`src/rtl/pinflt_pkg.sv`:
```
package pinflt_pkg;

  localparam int unsigned CFG_ADDR_W = 3;

  // Write-port address map; addresses 5..7 are unused and ignored.
  typedef enum logic [CFG_ADDR_W-1:0] {
    CFG_EN_SET  = 3'd0,
    CFG_EN_CLR  = 3'd1,
    CFG_DEB_SET = 3'd2,
    CFG_DEB_CLR = 3'd3,
    CFG_DIV     = 3'd4
  } cfg_addr_e;

endpackage

```
`src/rtl/pinflt_sync.sv`:
```
module pinflt_sync #(
  parameter int unsigned WIDTH = 32
) (
  input  logic             clk_i,
  input  logic             rst_ni,
  input  logic [WIDTH-1:0] async_i,
  output logic [WIDTH-1:0] sync_o
);

  logic [WIDTH-1:0] meta_q, meta_d;
  logic [WIDTH-1:0] stab_q, stab_d;

  always_comb begin
    meta_d = async_i;
    stab_d = meta_q;
  end

  always_ff @(posedge clk_i or negedge rst_ni) begin
    if (!rst_ni) begin
      meta_q <= '0;
      stab_q <= '0;
    end else begin
      meta_q <= meta_d;
      stab_q <= stab_d;
    end
  end

  assign sync_o = stab_q;

endmodule

```
`src/rtl/pinflt_cfg.sv`:
```
module pinflt_cfg
  import pinflt_pkg::*;
#(
  parameter int unsigned NPINS = 32,
  parameter int unsigned DIV_W = 14
) (
  input  logic                  clk_i,
  input  logic                  rst_ni,
  input  logic                  wr_en_i,
  input  logic [CFG_ADDR_W-1:0] wr_addr_i,
  input  logic [NPINS-1:0]      wr_data_i,
  output logic [NPINS-1:0]      en_o,
  output logic [NPINS-1:0]      deb_o,
  output logic [DIV_W-1:0]      div_o,
  output logic                  div_wr_o
);

  logic [NPINS-1:0] en_q, en_d;
  logic [NPINS-1:0] deb_q, deb_d;
  logic [DIV_W-1:0] div_q, div_d;
  logic             div_wr;

  always_comb begin
    en_d   = en_q;
    deb_d  = deb_q;
    div_d  = div_q;
    div_wr = 1'b0;
    if (wr_en_i) begin
      case (wr_addr_i)
        CFG_EN_SET:  en_d  = en_q | wr_data_i;
        CFG_EN_CLR:  en_d  = en_q & ~wr_data_i;
        CFG_DEB_SET: deb_d = deb_q | wr_data_i;
        CFG_DEB_CLR: deb_d = deb_q & ~wr_data_i;
        CFG_DIV: begin
          div_d  = wr_data_i[DIV_W-1:0];
          div_wr = 1'b1;
        end
        default: ;
      endcase
    end
  end

  always_ff @(posedge clk_i or negedge rst_ni) begin
    if (!rst_ni) begin
      en_q  <= '0;
      deb_q <= '0;
      div_q <= '0;
    end else begin
      en_q  <= en_d;
      deb_q <= deb_d;
      div_q <= div_d;
    end
  end

  assign en_o     = en_q;
  assign deb_o    = deb_q;
  assign div_o    = div_q;
  assign div_wr_o = div_wr;

  AST_EN_SET_TAKES: assert property (@(posedge clk_i) disable iff (!rst_ni)
    (wr_en_i && wr_addr_i == CFG_EN_SET) |=> ((en_q & $past(wr_data_i)) == $past(wr_data_i)));
  AST_EN_CLR_TAKES: assert property (@(posedge clk_i) disable iff (!rst_ni)
    (wr_en_i && wr_addr_i == CFG_EN_CLR) |=> ((en_q & $past(wr_data_i)) == '0));
  AST_EN_HOLDS: assert property (@(posedge clk_i) disable iff (!rst_ni)
    !(wr_en_i && (wr_addr_i == CFG_EN_SET || wr_addr_i == CFG_EN_CLR)) |=> $stable(en_q));
  AST_DEB_SET_TAKES: assert property (@(posedge clk_i) disable iff (!rst_ni)
    (wr_en_i && wr_addr_i == CFG_DEB_SET) |=> ((deb_q & $past(wr_data_i)) == $past(wr_data_i)));
  AST_DEB_CLR_TAKES: assert property (@(posedge clk_i) disable iff (!rst_ni)
    (wr_en_i && wr_addr_i == CFG_DEB_CLR) |=> ((deb_q & $past(wr_data_i)) == '0));
  AST_DIV_HOLDS: assert property (@(posedge clk_i) disable iff (!rst_ni)
    !(wr_en_i && wr_addr_i == CFG_DIV) |=> $stable(div_q));

endmodule

```
`src/rtl/pinflt_div.sv`:
```
module pinflt_div #(
  parameter int unsigned DIV_W = 14
) (
  input  logic             clk_i,
  input  logic             rst_ni,
  input  logic             tick_i,
  input  logic [DIV_W-1:0] div_i,
  input  logic             restart_i,
  output logic             samp_o
);

  localparam int unsigned CNT_W = DIV_W + 1;

  logic [CNT_W-1:0] cnt_q, cnt_d;
  logic [CNT_W-1:0] last;
  logic             wrap;

  // Period is 2*(DIV+1) ticks, so the terminal count is 2*DIV+1.
  assign last = {div_i, 1'b1};
  assign wrap = tick_i && !restart_i && (cnt_q == last);

  always_comb begin
    cnt_d = cnt_q;
    if (restart_i) begin
      cnt_d = '0;
    end else if (tick_i) begin
      if (cnt_q == last) cnt_d = '0;
      else               cnt_d = cnt_q + 1'b1;
    end
  end

  always_ff @(posedge clk_i or negedge rst_ni) begin
    if (!rst_ni) cnt_q <= '0;
    else         cnt_q <= cnt_d;
  end

  assign samp_o = wrap;

  AST_DIV_RESTART: assert property (@(posedge clk_i) disable iff (!rst_ni)
    restart_i |=> (cnt_q == '0));
  AST_CNT_IN_RANGE: assert property (@(posedge clk_i) disable iff (!rst_ni)
    cnt_q <= {div_i, 1'b1});
  AST_CNT_IDLE: assert property (@(posedge clk_i) disable iff (!rst_ni)
    (!tick_i && !restart_i) |=> $stable(cnt_q));

endmodule

```
`src/rtl/pinflt_cell.sv`:
```
module pinflt_cell (
  input  logic clk_i,
  input  logic rst_ni,
  input  logic sync_i,
  input  logic en_i,
  input  logic deb_i,
  input  logic samp_i,
  output logic out_o
);

  logic gprev_q, gprev_d;
  logic dprev_q, dprev_d;
  logic out_q, out_d;

  always_comb begin
    gprev_d = sync_i;
    dprev_d = samp_i ? sync_i : dprev_q;
    out_d   = out_q;
    if (!en_i) begin
      out_d = sync_i;
    end else if (!deb_i) begin
      if (sync_i == gprev_q) out_d = sync_i;
    end else if (samp_i && (sync_i == dprev_q)) begin
      out_d = sync_i;
    end
  end

  always_ff @(posedge clk_i or negedge rst_ni) begin
    if (!rst_ni) begin
      gprev_q <= 1'b0;
      dprev_q <= 1'b0;
      out_q   <= 1'b0;
    end else begin
      gprev_q <= gprev_d;
      dprev_q <= dprev_d;
      out_q   <= out_d;
    end
  end

  assign out_o = out_q;

  AST_BYPASS_FOLLOWS: assert property (@(posedge clk_i) disable iff (!rst_ni)
    !en_i |=> (out_q == $past(sync_i)));
  AST_GLITCH_NEEDS_TWO: assert property (@(posedge clk_i) disable iff (!rst_ni)
    (en_i && !deb_i && (sync_i != gprev_q)) |=> $stable(out_q));
  AST_DEB_ONLY_ON_STROBE: assert property (@(posedge clk_i) disable iff (!rst_ni)
    (en_i && deb_i && !samp_i) |=> $stable(out_q));
  AST_DEB_NEEDS_AGREE: assert property (@(posedge clk_i) disable iff (!rst_ni)
    (en_i && deb_i && (sync_i != dprev_q)) |=> $stable(out_q));

endmodule

```
`src/rtl/pin_filter_bank.sv`:
```
module pin_filter_bank
  import pinflt_pkg::*;
#(
  parameter int unsigned NPINS = 32,
  parameter int unsigned DIV_W = 14
) (
  input  logic                  clk_i,
  input  logic                  rst_ni,
  input  logic                  wr_en_i,
  input  logic [CFG_ADDR_W-1:0] wr_addr_i,
  input  logic [NPINS-1:0]      wr_data_i,
  input  logic                  slow_tick_i,
  input  logic [NPINS-1:0]      pad_i,
  output logic [NPINS-1:0]      pin_o,
  output logic [NPINS-1:0]      flt_en_o,
  output logic [NPINS-1:0]      flt_deb_o,
  output logic [DIV_W-1:0]      div_o
);

  localparam int unsigned RST_STAGES = 2;

  // Reset: asserted asynchronously, released on the clock.
  logic [RST_STAGES-1:0] rst_pipe_q;
  logic                  rst_n;

  always_ff @(posedge clk_i or negedge rst_ni) begin
    if (!rst_ni) rst_pipe_q <= '0;
    else         rst_pipe_q <= {rst_pipe_q[RST_STAGES-2:0], 1'b1};
  end
  assign rst_n = rst_pipe_q[RST_STAGES-1];

  logic [NPINS-1:0] pad_sync;
  logic [NPINS-1:0] en;
  logic [NPINS-1:0] deb;
  logic [DIV_W-1:0] div_val;
  logic             div_wr;
  logic             samp;

  pinflt_sync #(.WIDTH(NPINS)) sync_i (
    .clk_i   (clk_i),
    .rst_ni  (rst_n),
    .async_i (pad_i),
    .sync_o  (pad_sync)
  );

  pinflt_cfg #(.NPINS(NPINS), .DIV_W(DIV_W)) cfg_i (
    .clk_i     (clk_i),
    .rst_ni    (rst_n),
    .wr_en_i   (wr_en_i),
    .wr_addr_i (wr_addr_i),
    .wr_data_i (wr_data_i),
    .en_o      (en),
    .deb_o     (deb),
    .div_o     (div_val),
    .div_wr_o  (div_wr)
  );

  pinflt_div #(.DIV_W(DIV_W)) div_i (
    .clk_i     (clk_i),
    .rst_ni    (rst_n),
    .tick_i    (slow_tick_i),
    .div_i     (div_val),
    .restart_i (div_wr),
    .samp_o    (samp)
  );

  for (genvar p = 0; p < NPINS; p++) begin : g_pin
    pinflt_cell cell_i (
      .clk_i  (clk_i),
      .rst_ni (rst_n),
      .sync_i (pad_sync[p]),
      .en_i   (en[p]),
      .deb_i  (deb[p]),
      .samp_i (samp),
      .out_o  (pin_o[p])
    );
  end

  assign flt_en_o  = en;
  assign flt_deb_o = deb;
  assign div_o     = div_val;

  AST_RESET_QUIET: assert property (@(posedge clk_i)
    !rst_n |=> (pin_o == '0 || !rst_n));

endmodule

```
`config.mk`:
```
export PLATFORM = sky130hd
export DESIGN_NAME = pin_filter_bank
export DESIGN_NICKNAME = d
export VERILOG_FILES = /design/src/rtl/pinflt_pkg.sv /design/src/rtl/pinflt_sync.sv /design/src/rtl/pinflt_cfg.sv /design/src/rtl/pinflt_div.sv /design/src/rtl/pinflt_cell.sv /design/src/rtl/pin_filter_bank.sv
export SDC_FILE = /design/constraint.sdc
export NUM_CORES = 1
export LEC_CHECK = 0
export BUFFER_PORTS_ARGS = -buffer_cell sky130_fd_sc_hd__buf_2
export CAP_MARGIN = 0
export CORE_MARGIN = 8
export CORE_UTILIZATION = 40
export CTS_BUF_LIST = sky130_fd_sc_hd__clkbuf_8
export DETAILED_ROUTE_END_ITERATION = 6
export PLACE_DENSITY = 0.65
export SETUP_SLACK_MARGIN = 0.05
export SLEW_MARGIN = 20
export SYNTH_ARGS = -nofsm -noshare
export SYNTH_HDL_FRONTEND = slang
export SYNTH_HIERARCHICAL = 1
export SYNTH_SLANG_ARGS = --single-unit
```
`constraint.sdc`:
```
create_clock -name clk_i -period 9.65 [get_ports clk_i]
set_input_delay 0.4825 -clock clk_i [delete_from_list [all_inputs] [get_ports clk_i]]
set_output_delay 0.4825 -clock clk_i [all_outputs]
set_load 0.01 [all_outputs]
```
==> out/qor.txt, run 1 <==
largest net degree at the start of global routing: 146
synth unique cells: 44
Vias/cell: 5.13
clock skew: 0.0251 ns
Multi-input gate area: 4310 sq um
RSZ-0062 raised after global routing: no
Fmax achieved: 0.243 GHz
Tcrit/Tclk final: 0.426
post-cts sizing count: 0
peak supply drop: 0.122 mV
Sw Share: 0.305
TritonCTS clock tree: built
clock sinks: 255
Primary FF master, synth: dfrtp_1
register area: 6380 sq um
Worst-path clk slew: 0.06 ns
Final #Nets: 1205
first-pass GRT wire length: 43600 um
antenna violations before repair: 2
Psw: 0.000912 W
max-slew violations: 0
CP Class: register to register
Die Y: 184 um
ys async rst share: 1.00
average size of a mapped cell: 12.2 sq um
TritonRoute pass-1 iters: 4
Worst path max stage delay: 0.87 ns
layout cells sized above 1: 0.309
Slew HR: 0.306
Post-CTS Hold Buffers: 14
Hold Path Depth: 1
total track usage: 0.157
post-CTS setup buffer count: 0
core box area: 27800 sq um
antenna viol nets, final: 0
Port Buffers: 180
Synth Cell Area: 11300 sq um
Setup TNS: 0 ns
I/O pin cnt: 181
syn_nets: 998
slowest CP cell: buf_4
Post-synth EDFFs: 0
initial DRC count: 465
Root Driver: clkbuf_8
cell mode on critical path: a311oi_1
Post-Synthesis Cells: 926
Worst Reg-to-Reg Cells: 7
FF+latch count, synth: 255
Hold Violations, Final: 0
Tmin final: 4.11 ns
# rows: 61
Req. time, crit path: 10.08 ns
Vias: 7935
HPWL after detailed placement: 17000 um
total CTS buffers: 46
CP Capture Type: register
maximum clock path buffer count: 3
clock latency on the worst-skew pair: 0.55 ns
fillcell total: 2538
CP Cell Sequence: xnor2_1 > nand4_1 > or4_1 > nor2_4 > buf_4 > a311oi_1 > a311oi_1
Comb pwr share: 0.187
die width: 184 um
startpoint types: register
DR DRC count: 0
P_int: 0.00208 W
synth warn: 6
register area share after synthesis: 0.567
Area growth syn-to-layout: 20.7%
CP Max Fanout: 92
H-tree depth: 2
diodes inserted: 0
Data arrival, critical path: 4.54 ns
Hold/Removal Path Class: input pin to register
Max Cap Violations: 0
DR WL/cell: 16.9 um
vias in the first global route: 8323
starting density of the core: 0.405
die area: 33800 sq um
Least-Margin Pin Slew: 1.04 ns
Tot Pwr: 0.00299 W
power share of the clock group: 0.341
Final setup viols: 0
total gr overflow: 0
power density over cell area: 220 nW/um^2
final wirelength: 26100 um
GPL Wtd Cong: 0.791
outcome: complete, no violations
Leak: 6.25 nW
Seq pwr share: 0.472
-- logic make-up (layout without fill, tap and decap cells) --
logic type                 Yosys count  after routing  share of synthesized area
DFF                                255            255                      0.567
and+or+nand+nor                    221            221                      0.142
AOI/OAI and AO/OA                  150            150                     0.0945
buffers and inverters              139            383                     0.0508
muxes                              112            112                      0.108
xor gates and xnor gates            47             47                     0.0366
adders and majority gates            1              1                    0.00111
other                                1              1                   0.000333
-- path summary, 6_finish.rpt --
kind | slack, ns | from | endpoint
min in group asynchronous | 0.25 | rst_ni | rst_pipe_q[1]
worst min-delay path | 0.04 | pad_i[7] | sync_i/meta_q[7]
worst min register to register | 0.34 | sync_i/meta_q[6] | sync_i/sync_o[6]
max in group asynchronous | 7.92 | rst_pipe_q[1] | g_pin[8].cell_i/out_o
worst max-delay path | 5.54 | div_i/cnt_q[4] | g_pin[0].cell_i/out_o
worst max register to register | 5.54 | div_i/cnt_q[4] | g_pin[0].cell_i/out_o
-- stage by stage --
stage	std cells	setup WS [ns]	utilization	cell area (sq um)	hold WS [ns]
3_3_place_gp	1449	5.52	0.450	12500	0.269
2_1_floorplan	926	2.02	-	11300	0.187
4_1_cts	1548	5.54	0.489	13600	0.000188
5_1_grt	1548	5.19	0.489	13600	0.00584
3_5_place_dp	1449	5.37	0.450	12500	0.269
6_report	1548	5.54	0.489	13600	0.0396
-- worst max-delay path: cells and delay by family (launching register included) --
family / cells / cell delay, ns
AND/OR/NAND/NOR: 3 / 1.81
XOR/XNOR: 1 / 0.21
flip-flops: 1 / 0.50
buffers and inverters: 1 / 0.87
AO/OA/AOI/OAI: 2 / 0.55
-- power by group through the flow --
stage	clock [W]	sequential (W)	combinational [W]
detailed placement	0	0.00143	0.000564
floorplan	0	0.00143	0.000312
CTS	0.00106	0.00141	0.000570
global route	0.00111	0.00144	0.000627
finish	0.00102	0.00141	0.000558
global placement	0	0.00142	0.000546
-- routing by layer --
layer  vias to the layer above  wire [um]  GRT usage
met1                      3923      11700      0.205
met4                         4        714     0.0597
met2                       205      11800      0.245
met3                        62       1890     0.0443
li1                       3741          -          -
met5                         -         21          0
-- Yosys cell counts, types with 6 or more instances --
| cell type | instances | area share |
|---|---|---|
| a21oi_1 | 6 | 0.0027 |
| a311oi_1 | 64 | 0.050 |
| a31oi_1 | 39 | 0.022 |
| and4bb_1 | 12 | 0.013 |
| and4bb_2 | 19 | 0.021 |
| buf_2 | 20 | 0.0089 |
| clkbuf_1 | 15 | 0.0050 |
| dfrtp_1 | 255 | 0.57 |
| inv_1 | 99 | 0.033 |
| mux2_2 | 38 | 0.038 |
| mux2_4 | 9 | 0.012 |
| mux2i_1 | 65 | 0.058 |
| nand2_1 | 39 | 0.013 |
| nand3_1 | 11 | 0.0049 |
| nand4_1 | 10 | 0.0056 |
| nand4b_1 | 33 | 0.026 |
| nor2_1 | 10 | 0.0033 |
| o21ai_0 | 32 | 0.014 |
| or2_2 | 32 | 0.018 |
| or2b_1 | 32 | 0.021 |
| xnor2_1 | 47 | 0.037 |
-- final cells by class --
type / instances / share of cell area
clock buffer: 55 / 0.0557
clock inverter: 30 / 0.0141
inverter: 99 / 0.0274
multi-input combinational: 532 / 0.317
sequential: 255 / 0.470
tap: 378 / 0.0348
timing repair buffer: 199 / 0.0807
-- layout by cell type, fill, tap and decap left out, drive strengths merged, types with 3 or more instances in the layout --
| master | n |
|---|---|
| dfrtp | 255 |
| buf | 185 |
| inv | 114 |
| mux2i | 65 |
| a311oi | 64 |
| clkbuf | 55 |
| xnor2 | 47 |
| mux2 | 47 |
| nand2 | 39 |
| a31oi | 39 |
| nand4b | 33 |
| or2b | 32 |
| o21ai | 32 |
| or2 | 32 |
| and4bb | 31 |
| dlygate4sd3 | 14 |
| nand3 | 12 |
| clkinv | 11 |
| nand4 | 10 |
| nor2 | 10 |
| a21oi | 6 |
| nor2b | 5 |
| nand2b | 3 |
| or4b | 3 |
Note: power is estimated with default switching activity, not from simulation.
==> run 2: changes to the inputs <==
PLACE_DENSITY = 0.67   (was 0.65)
clock period = 3.5 ns   (was 9.65 ns; I/O delays follow)
==> run 2 against run 1 <==
Cell area increased by 4.4%. Register-to-register slack got worse by 4.5 ns. Cell count increased by 3.6%. Sequential power grew to 2.8 times the previous value. Worst hold slack gained 0.033 ns. Clock power grew to 2.7 times the previous value. Flip-flop and latch count is the same. Non-clock buffer count rose by 62. Die area unchanged.
==> out/qor.txt, run 2 (synthesized netlist as in run 1, its figures left out) <==
antenna viol nets, final: 0
Tmin final: 2.41 ns
Leak: 6.49 nW
initial DRC count: 533
Hold/Removal Path Class: input pin to register
Vias/cell: 5.07
CP Max Fanout: 64
Slew HR: 0.374
final wirelength: 26600 um
outcome: complete, no violations
Max Cap Violations: 0
DR WL/cell: 16.6 um
P_int: 0.00579 W
clock sinks: 255
Final Core Density: 0.511
die width: 184 um
Buf+Inv Stages, Crit Path: 2
Psw: 0.00248 W
max-slew violations: 0
Vias: 8127
core box area: 27800 sq um
GPL Wtd Cong: 0.851
Req. time, crit path: 3.90 ns
Hold Violations, Final: 0
total gr overflow: 0
power density over cell area: 583 nW/um^2
first-pass GRT wire length: 43600 um
Least-Margin Pin Slew: 0.939 ns
clock skew: 0.0216 ns
largest net degree at the start of global routing: 70
DR DRC count: 0
commonest non-fill, non-tap cells in the layout: dfrtp_1 (254), buf_2 (180), inv_1 (111)
TritonRoute pass-1 iters: 5
CP Capture Type: register
clock latency on the worst-skew pair: 0.54 ns
Die Y: 184 um
Tcrit/Tclk final: 0.689
Final #Nets: 1267
Worst path max stage delay: 0.56 ns
CP Class: register to register
Data arrival, critical path: 2.81 ns
maximum clock path buffer count: 3
startpoint types: register
die area: 33800 sq um
CP Cell Sequence: xnor2_1 > nand4_1 > or4_1 > nor2_4 > buf_12 > inv_1 > o21ai_0 > a311oi_1
layout cells sized above 1: 0.299
Seq pwr share: 0.471
Root Driver: clkbuf_8
HPWL after detailed placement: 16800 um
Area growth syn-to-layout: 26.0%
TritonCTS clock tree: built
Comb pwr share: 0.194
total CTS buffers: 46
starting density of the core: 0.405
power share of the clock group: 0.335
I/O pin cnt: 181
Fmax achieved: 0.415 GHz
# rows: 61
Port Buffers: 180
vias in the first global route: 8357
fillcell total: 2425
antenna violations before repair: 1
slowest CP cell: dfrtp_1
H-tree depth: 2
peak supply drop: 0.344 mV
Final setup viols: 0
crit-path leading delay family: simple AND/OR/NAND/NOR gates
commonest non-fill, non-tap cell in the layout: dfrtp_1
Setup TNS: 0 ns
Worst-path clk slew: 0.06 ns
total track usage: 0.158
RSZ-0062 raised after global routing: no
diodes inserted: 0
post-CTS setup buffer count: 0
Sw Share: 0.300
run 2: cell count changes in the layout (fill, tap and decap cells not counted), moves of 2 or more:
| cell | previous run | this run |
|---|---|---|
| dlygate4sd3_1 | 14 | 66 |
| buf_4 | 6 | 11 |
| clkinv_2 | 11 | 6 |
| buf_12 | 1 | 4 |
| buf_2 | 178 | 180 |
| clkinvlp_4 | 2 | 0 |
| inv_1 | 113 | 111 |
run 2: worst paths after layout:
path	depth (start not counted)	slack (ns)	from	to
max in group asynchronous	1	2.11	rst_pipe_q[1]	cfg_i/div_o[2]
min in group asynchronous	0	0.45	rst_pipe_q[1]	async pin
setup / recovery	8	1.09	div_i/cnt_q[4]	g_pin[30].cell_i/out_o
setup reg to reg	8	1.09	div_i/cnt_q[4]	g_pin[30].cell_i/out_o
hold reg to reg	0	0.34	sync_i/meta_q[5]	sync_i/sync_o[5]
hold / removal	3	0.07	slow_tick_i	div_i/cnt_q[13]
run 2: power groups by stage:
| stage | clock (W) | sequential [W] | combinational [W] |
|---|---|---|---|
| detailed placement | 0 | 0.00394 | 0.00157 |
| global route | 0.00302 | 0.00398 | 0.00179 |
| CTS | 0.00288 | 0.00389 | 0.00163 |
| global placement | 0 | 0.00392 | 0.00152 |
| floorplan | 0 | 0.00395 | 0.000870 |
| finish | 0.00277 | 0.00390 | 0.00160 |
run 2: layer usage:
metal | global-route usage | up-vias | share of wire
li1 | - | 3872 | -
met1 | 0.205 | 3984 | 0.46
met2 | 0.252 | 213 | 0.46
met3 | 0.0433 | 56 | 0.060
met4 | 0.0507 | 2 | 0.022
met5 | 0 | - | 0.00045
run 2: repair_timing:
| action | in CTS | in global routing |
|---|---|---|
| hold endpoints to repair | 80 | 0 |
| resized for setup | 0 | 0 |
| hold buffers | 66 | 0 |
run 2: layout make-up:
cell class	count	area [sq um]	share of cell area
multi-input combinational	532	4310	0.304
tap	378	473	0.0333
timing repair buffer	261	1720	0.122
sequential	255	6380	0.450
clock buffer	56	771	0.0543
clock inverter	22	153	0.0108
inverter	99	372	0.0262
run 2: through the flow:
step	hold slack (ns)	worst slack [ns]	instance area (sq um)	cells	power, W
after global routing	0.0727	0.908	14200	1603	0.00880
final	0.0724	1.09	14200	1603	0.00827
after detailed placement	-0.0368	1.10	12600	1459	0.00551
after CTS	0.0158	1.13	14200	1603	0.00840
after floorplan	-0.121	0.0252	11300	926	0.00482
after global placement	-0.0379	1.17	12600	1459	0.00545
run 2: worst reg2reg max path: stages (launching register included):
cell and delay [ns]:
dfrtp_1 0.56, xnor2_1 0.16, nand4_1 0.12, or4_1 0.55, nor2_4 0.18, buf_12 0.29
inv_1 0.12, o21ai_0 0.19, a311oi_1 0.13
==> run 3: changes to the inputs <==
ABC_AREA = 1   (was unset)
clock period = 2.01 ns   (was 3.5 ns; I/O delays follow)
==> run 3 against run 2 <==
The flow now finishes with violations (negative setup slack). Cell count up 43%. Worst setup slack worse by 1.1 ns. Clock-buffer cell count is 1 higher. Critical endpoint is now g_pin[2].cell_i/out_o. Highest routed layer is now met4. Synthesized cell count rose by 66%. Die area is 6.5% higher. Worst hold slack better by 0.035 ns. Critical path depth grew 6. Non-clock buffer count grew 64. First-iteration DRC count rose by 88%.
==> out/qor.txt, run 3 <==
Vias: 11.6k
CP Max Fanout: 10
RSZ-0062 raised after global routing: yes
H-tree depth: 2
Tot Pwr: 0.0149 W
DR WL/cell: 15.8 um
Final setup viols: 3
average size of a mapped cell: 7.87 sq um
commonest non-fill, non-tap cell in the layout: nand2_1
Least-Margin Pin Slew: 0.582 ns
peak supply drop: 0.517 mV
layout cells sized above 1: 0.237
wl on met1: 15500 um
Vias/cell: 5.05
final wirelength: 36200 um
maximum clock path buffer count: 3
syn_nets: 1605
vias in the first global route: 11.3k
Leak: 8.24 nW
TritonCTS clock tree: built
core box area: 29600 sq um
clock sinks: 255
failing checks: negative setup slack
clock latency on the worst-skew pair: 0.55 ns
Hold/Removal Path Class: input pin to register
Area contributors post-synth: dfrtp_1 (53%), nand2_1 (18%), nand3_1 (9.0%)
Port Buffers: 180
count leader, synth: nand2_1
Primary FF master, synth: dfrtp_1
Final Core Density: 0.537
routed length on met3: 2460 um
Die Y: 190 um
commonest non-fill, non-tap cells in the layout: nand2_1 (558), dfrtp_1 (251), nand3_1 (210)
Slew HR: 0.612
post-synth top area share: 0.529
# rows: 63
die width: 190 um
starting density of the core: 0.407
Worst-path clk slew: 0.06 ns
final std cells w/o fill: 2292
Post-synth EDFFs: 0
max-slew violations: 0
GPL Wtd Cong: 0.890
TritonRoute pass-1 iters: 5
total track usage: 0.190
outcome: finished, violations left
final worst setup slack: -0.0199 ns
Root Driver: clkbuf_8
total CTS buffers: 44
Final #Nets: 1941
synth warn: 6
DR DRC count: 0
Area growth syn-to-layout: 32.0%
Hold Violations, Final: 0
Met2 Routed Length: 17500 um
Synth Cell Area: 12100 sq um
leading area contributor after synthesis: dfrtp_1
Tcrit/Tclk final: 1.01
Placement Setup Slack: 0.0323 ns
initial DRC count: 1004
antenna violations before repair: 1
I/O pin cnt: 181
Fmax achieved: 0.493 GHz
Req. time, crit path: 2.45 ns
synth unique cells: 24
startpoint types: register
Tmin final: 2.03 ns
CP Capture Type: register
Post-synth top cells: nand2_1 (589), dfrtp_1 (255), nand3_1 (217)
ys async rst share: 1.00
Data arrival, critical path: 2.47 ns
first-pass GRT wire length: 56700 um
antenna viol nets, final: 0
power density over cell area: 939 nW/um^2
Post-Synthesis Cells: 1533
largest net degree at the start of global routing: 61
FF+latch count, synth: 255
total gr overflow: 0
HPWL after detailed placement: 23700 um
placed cells: 2114
die area: 36000 sq um
Max Cap Violations: 0
clock skew: 0.0286 ns
DR top layer: met4
CP Class: register to register
register area share after synthesis: 0.529
[run 3: area by class of cell]
type / count / area (sq um)
fill: 2715 / 13700
sequential: 255 / 6390
tap: 390 / 488
clock inverter: 21 / 119
timing repair buffer: 325 / 2470
multi-input combinational: 1044 / 4920
antenna: 1 / 2.50
clock buffer: 57 / 785
inverter: 199 / 747
[run 3: cell families (layout without fill, tap and decap cells)]
logic type | count (synthesis) | in the layout | share of synthesized area
flops | 255 | 255 | 0.529
compound gates | 33 | 33 | 0.0139
buf+inv | 234 | 602 | 0.0761
simple gates | 1001 | 1001 | 0.374
fa+ha+maj | 1 | 1 | 0.00104
xor+xnor | 8 | 8 | 0.00581
other cells | 1 | 2 | 0.000311
[run 3: through the flow]
step           setup TNS (ns)  hold slack, ns  instance area [sq um]
3_5_place_dp                0          -0.111                  13800
3_3_place_gp                0          -0.113                  13800
4_1_cts                     0          0.0903                  15300
5_1_grt                 -3.69           0.114                  15900
6_report              -0.0308           0.107                  15900
2_1_floorplan         -234.20          -0.195                  12100
[run 3: report_power, final]
part | internal, W | total (W) | switching [W] | leakage [nW]
clock network | 0.00267 | 0.00481 | 0.00214 | 0.524
registers | 0.00601 | 0.00695 | 0.000941 | 3.05
logic | 0.00130 | 0.00319 | 0.00189 | 4.67
total | 0.00998 | 0.0149 | 0.00497 | 8.24
[run 3: what timing repair did]
action                                  4_1_cts  5_1_grt
hold buffers                                 67        0
endpoints found under the hold margin       114        0
setup buffers                                 0       24
gates cloned                                  0        8
pin swaps                                     0       25
endpoints found under the setup margin        3       32
resized for setup                             0       64
[run 3: metal layers]
layer  track usage  vias up
met5             0        -
met4        0.0529        0
met3        0.0423       80
met2         0.320      365
met1         0.242     5535
li1              -     5606
[run 3: path summary, 6_finish.rpt]
kind | start | end | slack (ns) | cells past startpoint
max | cfg_i/div_o[4] | g_pin[2].cell_i/out_o | -0.02 | 14
min | wr_addr_i[2] | register | 0.11 | 5
max reg2reg | cfg_i/div_o[4] | g_pin[2].cell_i/out_o | -0.02 | 14
min reg2reg | rst_pipe_q[1] | g_pin[25].cell_i/gprev_q | 0.28 | 0
max in group asynchronous | rst_pipe_q[1] | g_pin[17].cell_i/gprev_q | 1.02 | 1
min in group asynchronous | rst_pipe_q[1] | g_pin[25].cell_i/gprev_q | 0.28 | 0
[run 3: critical path, cell delays in order, from the launching register on]
cell and delay, ns:
dfrtp_1 0.41, nor2_2 0.16, nor2_4 0.06, nor2_4 0.10, nand2_2 0.06, nor2_2 0.10
nand2_2 0.08, nor3_4 0.16, buf_6 0.16, buf_12 0.14, buf_12 0.14, nand2_2 0.05
nand3b_1 0.17, nand4_1 0.09, nand2_1 0.06
